<file path="config.mk">
export PLATFORM = sky130hd
export DESIGN_NAME = cir_pulse_rx
export DESIGN_NICKNAME = d
export VERILOG_FILES = /design/src/rtl/cir_pkg.sv /design/src/rtl/cir_rx_ctrl.sv /design/src/rtl/cir_rx_dpath.sv /design/src/rtl/cir_pulse_rx.sv
export SDC_FILE = /design/constraint.sdc
export NUM_CORES = 1
export LEC_CHECK = 0
export CORE_UTILIZATION = 45
export CTS_BUF_LIST = sky130_fd_sc_hd__clkbuf_2 sky130_fd_sc_hd__clkbuf_4 sky130_fd_sc_hd__clkbuf_8
export CTS_CLUSTER_DIAMETER = 150
export DETAILED_ROUTE_END_ITERATION = 16
export MAX_ROUTING_LAYER = met4
export PLACE_DENSITY = 0.67
export SETUP_SLACK_MARGIN = 0.1
export SYNTH_ARGS = -nofsm -noshare
export SYNTH_HDL_FRONTEND = slang
export SYNTH_SLANG_ARGS = --single-unit
</file>
<file path="constraint.sdc">
create_clock -name clk -period 5 [get_ports clk]
set_clock_uncertainty 0.15 [all_clocks]
set_input_delay 0.75 -clock clk [delete_from_list [all_inputs] [get_ports clk]]
set_output_delay 0.75 -clock clk [all_outputs]
set_load 0.05 [all_outputs]
</file>
<file path="src/rtl/cir_pkg.sv">
package cir_pkg;

  // Receiver mode
  typedef enum logic {
    ST_IDLE = 1'b0,
    ST_RECV = 1'b1
  } rxState_e;

  // Strobes from control to datapath, valid for one clock
  typedef struct packed {
    logic tick;     // sample instant
    logic accept;   // a level change is accepted on this sample
    logic advance;  // receiving, no change, no timeout: count on
    logic timeout;  // idle window expired
    logic emit;     // a code leaves on the next cycle
  } ctrlStrobe_t;

  // Conditions reported by the datapath to control
  typedef struct packed {
    logic candDone; // new level has persisted long enough
    logic runSat;   // run counter at its last value before saturating
    logic idleDone; // idle window ends on this sample
  } dpStatus_t;

endpackage

</file>
<file path="src/rtl/cir_rx_ctrl.sv">
module cir_rx_ctrl
  import cir_pkg::*;
#(
  parameter int PRE_BASE = 6,
  parameter int SEL_W    = 3
) (
  input  logic             clk,
  input  logic             rstN,
  input  logic [SEL_W-1:0] sel,
  input  dpStatus_t        status,
  output ctrlStrobe_t      stb,
  output logic             busy
);

  localparam int CNT_W = PRE_BASE + (1 << SEL_W) - 1;

  logic [CNT_W-1:0] preCnt;
  logic [CNT_W-1:0] tickMask;
  rxState_e         state;
  rxState_e         stateNext;
  logic             tick;
  logic             recv;

  // Free-running prescaler; sample when the selected low bits are all ones
  always_ff @(posedge clk or negedge rstN) begin
    if (!rstN) preCnt <= '0;
    else       preCnt <= preCnt + CNT_W'(1);
  end

  always_comb begin
    tickMask = {CNT_W{1'b1}} >> (~sel);
    tick     = (preCnt & tickMask) == tickMask;
  end

  always_comb begin
    recv        = (state == ST_RECV);
    stb.tick    = tick;
    stb.accept  = tick && status.candDone;
    stb.timeout = tick && recv && !stb.accept && status.idleDone;
    stb.advance = tick && recv && !stb.accept && !stb.timeout;
    stb.emit    = (stb.accept && recv) || (stb.advance && status.runSat);
  end

  always_comb begin
    stateNext = state;
    if (stb.accept)       stateNext = ST_RECV;
    else if (stb.timeout) stateNext = ST_IDLE;
  end

  always_ff @(posedge clk or negedge rstN) begin
    if (!rstN) state <= ST_IDLE;
    else       state <= stateNext;
  end

  assign busy = recv;

endmodule

</file>
<file path="src/rtl/cir_rx_dpath.sv">
module cir_rx_dpath
  import cir_pkg::*;
#(
  parameter int NOISE_W     = 6,
  parameter int IDLE_W      = 8,
  parameter int IDLE_SHIFT  = 7,
  parameter int RUN_W       = 7,
  parameter int SYNC_STAGES = 2
) (
  input  logic               clk,
  input  logic               rstN,
  input  logic               rawIn,
  input  logic               invertRx,
  input  logic [NOISE_W-1:0] noiseThr,
  input  logic [IDLE_W-1:0]  idleThr,
  input  logic               fifoFull,
  input  logic               clrEnd,
  input  logic               clrOvf,
  input  ctrlStrobe_t        stb,
  output dpStatus_t          status,
  output logic               fifoWrite,
  output logic [RUN_W:0]     fifoData,
  output logic               endFlag,
  output logic               ovfFlag
);

  localparam int IDLE_CNT_W = IDLE_W + IDLE_SHIFT;
  localparam int RUN_MAX    = (1 << RUN_W) - 1;

  logic [SYNC_STAGES-1:0] syncQ;
  logic                   sample;
  logic                   stableLvl;
  logic                   diff;
  logic [NOISE_W-1:0]     candCnt;
  logic [NOISE_W:0]       candNext;
  logic [NOISE_W:0]       effNoise;
  logic [RUN_W-1:0]       runCnt;
  logic [RUN_W-1:0]       runNext;
  logic [IDLE_CNT_W-1:0]  idleCnt;
  logic [IDLE_CNT_W:0]    idleNext;
  logic [IDLE_W-1:0]      idleBase;
  logic [IDLE_CNT_W:0]    effIdle;
  logic [RUN_W:0]         codeQ;
  logic                   wrPend;

  // Input synchronizer, depth picked by parameter
  generate
    if (SYNC_STAGES == 1) begin : gSyncOne
      always_ff @(posedge clk or negedge rstN) begin
        if (!rstN) syncQ <= '0;
        else       syncQ <= rawIn;
      end
    end else begin : gSyncChain
      always_ff @(posedge clk or negedge rstN) begin
        if (!rstN) syncQ <= '0;
        else       syncQ <= {syncQ[SYNC_STAGES-2:0], rawIn};
      end
    end
  endgenerate

  always_comb begin
    sample   = syncQ[SYNC_STAGES-1] ^ invertRx;
    diff     = sample != stableLvl;
    candNext = {1'b0, candCnt} + (NOISE_W+1)'(1);
    effNoise = (noiseThr == '0) ? (NOISE_W+1)'(1) : {1'b0, noiseThr};
    runNext  = runCnt + RUN_W'(1);
    idleNext = {1'b0, idleCnt} + (IDLE_CNT_W+1)'(1);
    idleBase = (idleThr == '0) ? IDLE_W'(1) : idleThr;
    effIdle  = {1'b0, idleBase, {IDLE_SHIFT{1'b0}}};

    status.candDone = diff && (candNext >= effNoise);
    status.runSat   = (runCnt == RUN_W'(RUN_MAX - 1));
    status.idleDone = (idleNext >= effIdle);
  end

  // Accepted level and pending-change counter
  always_ff @(posedge clk or negedge rstN) begin
    if (!rstN) begin
      stableLvl <= 1'b0;
      candCnt   <= '0;
    end else if (stb.tick) begin
      if (stb.accept) stableLvl <= sample;
      if (diff && !status.candDone) candCnt <= candNext[NOISE_W-1:0];
      else                          candCnt <= '0;
    end
  end

  // Run length and idle counters
  always_ff @(posedge clk or negedge rstN) begin
    if (!rstN) begin
      runCnt  <= '0;
      idleCnt <= '0;
    end else if (stb.accept || stb.timeout) begin
      runCnt  <= '0;
      idleCnt <= '0;
    end else if (stb.advance) begin
      runCnt  <= status.runSat ? '0 : runNext;
      idleCnt <= idleNext[IDLE_CNT_W-1:0];
    end
  end

  // Code register towards the FIFO
  always_ff @(posedge clk or negedge rstN) begin
    if (!rstN) begin
      codeQ  <= '0;
      wrPend <= 1'b0;
    end else begin
      wrPend <= stb.emit;
      if (stb.emit) codeQ <= {stableLvl, runNext};
    end
  end

  assign fifoWrite = wrPend && !fifoFull;
  assign fifoData  = codeQ;

  // Sticky flags, set has priority over clear
  always_ff @(posedge clk or negedge rstN) begin
    if (!rstN) begin
      endFlag <= 1'b0;
      ovfFlag <= 1'b0;
    end else begin
      if (stb.timeout)         endFlag <= 1'b1;
      else if (clrEnd)         endFlag <= 1'b0;
      if (wrPend && fifoFull)  ovfFlag <= 1'b1;
      else if (clrOvf)         ovfFlag <= 1'b0;
    end
  end

endmodule

</file>
<file path="src/rtl/cir_pulse_rx.sv">
module cir_pulse_rx
  import cir_pkg::*;
#(
  parameter int PRE_BASE    = 6,
  parameter int SEL_LO_W    = 2,
  parameter int NOISE_W     = 6,
  parameter int IDLE_W      = 8,
  parameter int IDLE_SHIFT  = 7,
  parameter int RUN_W       = 7,
  parameter int SYNC_STAGES = 2
) (
  input  logic                clk,
  input  logic                rstN,
  input  logic                rawIn,
  input  logic [SEL_LO_W-1:0] selLo,
  input  logic                selHi,
  input  logic                invertRx,
  input  logic [NOISE_W-1:0]  noiseThr,
  input  logic [IDLE_W-1:0]   idleThr,
  input  logic                endIntEn,
  input  logic                clrEnd,
  input  logic                clrOvf,
  input  logic                fifoFull,
  output logic                fifoWrite,
  output logic [RUN_W:0]      fifoData,
  output logic                rxBusy,
  output logic                endFlag,
  output logic                ovfFlag,
  output logic                irqOut
);

  localparam int SEL_W = SEL_LO_W + 1;

  ctrlStrobe_t stb;
  dpStatus_t   status;

  cir_rx_ctrl #(
    .PRE_BASE (PRE_BASE),
    .SEL_W    (SEL_W)
  ) u_ctrl (
    .clk    (clk),
    .rstN   (rstN),
    .sel    ({selHi, selLo}),
    .status (status),
    .stb    (stb),
    .busy   (rxBusy)
  );

  cir_rx_dpath #(
    .NOISE_W     (NOISE_W),
    .IDLE_W      (IDLE_W),
    .IDLE_SHIFT  (IDLE_SHIFT),
    .RUN_W       (RUN_W),
    .SYNC_STAGES (SYNC_STAGES)
  ) u_dpath (
    .clk       (clk),
    .rstN      (rstN),
    .rawIn     (rawIn),
    .invertRx  (invertRx),
    .noiseThr  (noiseThr),
    .idleThr   (idleThr),
    .fifoFull  (fifoFull),
    .clrEnd    (clrEnd),
    .clrOvf    (clrOvf),
    .stb       (stb),
    .status    (status),
    .fifoWrite (fifoWrite),
    .fifoData  (fifoData),
    .endFlag   (endFlag),
    .ovfFlag   (ovfFlag)
  );

  assign irqOut = endFlag && endIntEn;

endmodule

</file>
==> summary.md <==
| Metric | Value |
|---|---|
| Status | `completed` |
| Leading area contributor after synthesis | `dfrtp_1` |
| Final wirelength | `6250 microns` |
| Area growth from synthesis to layout | `17.70%` |
| TritonRoute pass-1 iters | `4` |
| Post-Syn Area | `3203 sq um` |
| DIE AREA | `7459 sq um` |
| Largest net degree at the start of global routing | `57` |
| Layout cell share with drive strength beyond 1 | `9.831%` |
| Fmax | `263.6 MHz` |
| Maximum VDD drop | `0.1200 mV` |
| CTS Root Cell | `clkbuf_8` |
| HPWL Detailed | `4605 microns` |
| Core area | `6832 sq um` |
| Antenna viol nets, final | `0` |
| Most common cell after layout, fill and taps aside | `dfrtp_1` |
| Worst-Skew Late Latency | `0.31 ns` |
| Vias per Instance | `5.416` |
| Number of diodes | `0` |
| CP Max Fanout | `14` |
| Synthesized instance count | `315` |
| Vias | `2,448` |
| CP Class | `reg2reg` |
| Mapped Nets | `359` |
| Core Util, Final | `55.18%` |
| Critical Path Start Type | `register` |
| Chip Height | `86.37 microns` |
| Cell Int Power | `0.5787 mW` |
| Synth area leaders | `dfrtp_1 (44%), ha_1 (7.4%), xnor2_1 (5.2%)` |
| Post-CTS Setup Inserts | `0` |
| Yosys top cell area share | `43.75%` |
| GRT Total Usage | `19.27%` |
| Hold path startpoint | `u_dpath.syncQ[0]$_DFF_PN0_` |
| Worst Path Required | `5.09 ns` |
| Mux share of post-synthesis cell area | `4.336%` |
| Arr. time, crit path | `3.89 ns` |
| Vias in the first global route | `2,434` |
| Slew margin rel. | `52.99%` |
| Crit path capture type | `register` |
| Area fraction in compound gates after synthesis | `14.80%` |
| WHS | `0.2137 ns` |
| Worst-margin pin slew | `0.7051 ns` |
| Netlist cell types | `45` |
| Largest family of logic cells by synthesized area | `simple AND/OR/NAND/NOR gates` |
| Synth warnings | `0` |
| RSZ-0062 raised after global routing | `false` |
| Num ports | `38` |
| Per-cell routed wire length | `13.83 microns` |
| First-pass GRT wire length | `11,070 microns` |
| Most frequent cells in the layout | `dfrtp_1 (56), clkdlybuf4s50_1 (36), nand2_1 (27)` |
| Site Rows | `30` |
| Setup_tns | `0 ns` |
| Part of the power in combinational logic | `6.6%` |
| HP Class | `reg2reg` |
| Reg clk slew, reported paths | `0.10 ns` |
| Antenna violations before repair | `0` |
| Clk sink count | `56` |
| DRC violation total after the first TritonRoute iteration | `99` |
| Number of max-cap violations | `0` |
| Leakage power | `1.801 nW` |
| Seq cells post-synth | `56` |
| CTS Hold Bufs | `0` |
| Final Max Slew Viols | `0` |
| Drt drc | `0` |
| CTS tree | `done` |
| Sw Ratio | `23.37%` |
| Die Wd | `86.37 microns` |
| Reg power frac | `60.3%` |
| Final hold vios | `0` |
| Number of H-tree levels | `2` |
| Multi-input gate area | `1707 sq um` |
| Starting Density | `46.89%` |
| Routability cong. | `0.8654` |
| CP Cell Sequence | `ha_1 > nand2_1 > nor2_1 > nand3_1 > or3_1 > nand2_1 > ha_1 > nand3_1 > a2111oi_0 > o211ai_1 > nand4_1 > nor2_1 > mux2_2` |
| Total global routing overflow | `0` |
| Post-Synth Simple-Gate Area | `19.61%` |
| Final Critical Period | `3.794 ns` |
| CP startpoint | `u_dpath.idleCnt[0]$_DFFE_PN0P_` |
| Switch Pwr | `0.1765 mW` |
| FF-to-FF Start | `u_dpath.idleCnt[0]$_DFFE_PN0P_` |
| Sequential area share after synthesis | `43.75%` |
| Clock network power share | `33.2%` |
| Synth Area in XOR/XNOR | `7.109%` |
| Pwr dens | `200.3 nW/um^2` |
| Post_cts resized | `0` |
| Register area | `1401 sq um` |
| Synth Area per Inst | `10.17 sq um` |
| Max clock buf depth | `2` |
| Crit share post-route | `75.88%` |
| Nets | `399` |
| Port bufs | `37` |
| Critical-path top delay cell | `nor2_1` |
| Overall power | `0.7552 mW` |
| Cts bufs inserted | `5` |
| Setup violators final | `0` |
| Fillcell total | `640` |
| Post-synthesis adder-cell area fraction | `7.422%` |
| Worst path max stage delay | `0.63 ns` |
-- registers in the layout, indices dropped and copies added, names as in the netlist, 2 cells and up --
register	cells
u_dpath.syncQ	2
u_dpath.runCnt	7
u_ctrl.preCnt	13
u_dpath.candCnt	6
u_dpath.fifoData	8
u_dpath.idleCnt	15
-- metrics by stage --
stage	area, sq um	setup WS [ns]	cells
floorplan	3203	1.840	315
detailed placement	3680	1.061	444
CTS	3770	1.206	452
global route	3770	0.7726	452
finish	3770	1.206	452
global placement	3680	1.182	444
-- metal layers --
metal	GRT usage [%]	vias to the layer above	share of wire [%]
li1	-	1207	-
met1	25.46	1199	50
met2	30.88	33	46
met3	3.238	9	2.7
met4	5.152	0	1.4
met5	-	-	0
-- power groups by stage --
stage	sequential [mW]	clock (mW)	combinational [mW]
finish	0.455	0.250	0.0496
floorplan	0.465	0	0.0156
global route	0.456	0.280	0.0566
global placement	0.464	0	0.0497
detailed placement	0.464	0	0.0507
CTS	0.455	0.262	0.0510
-- cell families (layout without fill, tap and decap cells) --
logic type | count (synthesis) | after routing
AOI/OAI and AO/OA | 62 | 62
xor gates and xnor gates | 26 | 26
adders and majority gates | 19 | 19
buffers and inverters | 25 | 66
DFF | 56 | 56
muxes | 12 | 12
and+or+nand+nor | 115 | 115
-- cells in the mapped netlist --
| cell | count |
|---|---|
| o22ai_1 | 1 |
| nand2b_1 | 11 |
| nor3_1 | 3 |
| a31oi_1 | 2 |
| nor3b_1 | 1 |
| nor2b_1 | 6 |
| a221o_1 | 3 |
| nor3b_2 | 1 |
| a2111oi_0 | 1 |
| nor4b_1 | 1 |
| a311oi_1 | 1 |
| dfrtp_1 | 56 |
| a211oi_2 | 1 |
| mux2_4 | 1 |
| and2_1 | 4 |
| nand4_1 | 5 |
| clkbuf_1 | 5 |
| and4_1 | 1 |
| a31o_2 | 1 |
| a211oi_1 | 7 |
| buf_2 | 1 |
| o211ai_1 | 3 |
| a21o_1 | 11 |
| a21oi_1 | 5 |
| nor2_1 | 7 |
| inv_1 | 19 |
| a22o_1 | 10 |
| nor4_1 | 1 |
| nand2_1 | 27 |
| ha_1 | 19 |
| or2_2 | 6 |
| a211oi_4 | 1 |
| xnor2_1 | 19 |
| o2111ai_1 | 1 |
| a21boi_0 | 1 |
| or3_1 | 5 |
| a41o_1 | 2 |
| xor2_1 | 7 |
| nand3_4 | 1 |
| mux2_2 | 11 |
| nand3_1 | 26 |
| o21ai_0 | 10 |
| o211a_1 | 1 |
| and3_1 | 8 |
| nand4_2 | 1 |
-- layout make-up --
| class | instances | share of cell area (%) |
|---|---|---|
| multi-input combinational | 234 | 45.27 |
| sequential | 56 | 37.17 |
| timing repair buffer | 39 | 10.09 |
| tap | 96 | 3.186 |
| inverter | 19 | 1.892 |
| clock buffer | 5 | 1.825 |
| clock inverter | 3 | 0.5642 |
-- critical path: cells and delay by family, from the launching register on --
| family | cells | cell delay (ns) |
|---|---|---|
| compound gates | 2 | 0.21 |
| fa+ha+maj | 2 | 0.51 |
| flops | 1 | 0.43 |
| mux | 1 | 0.25 |
| simple gates | 8 | 2.19 |
-- worst paths after layout --
path                                                   endpoint  slack (ns)  depth (start not counted)
worst max-delay path             u_dpath.idleCnt[0]$_DFFE_PN0P_        1.21                         13
worst min-delay path                 u_dpath.syncQ[1]$_DFF_PN0_        0.21                          0
worst max register to register   u_dpath.idleCnt[0]$_DFFE_PN0P_        1.21                         13
worst min register to register       u_dpath.syncQ[1]$_DFF_PN0_        0.21                          0
max in group asynchronous        u_dpath.idleCnt[7]$_DFFE_PN0P_        3.82                          2
min in group asynchronous       u_dpath.idleCnt[10]$_DFFE_PN0P_        0.41                          2
Note: power is estimated with default switching activity, not from simulation.
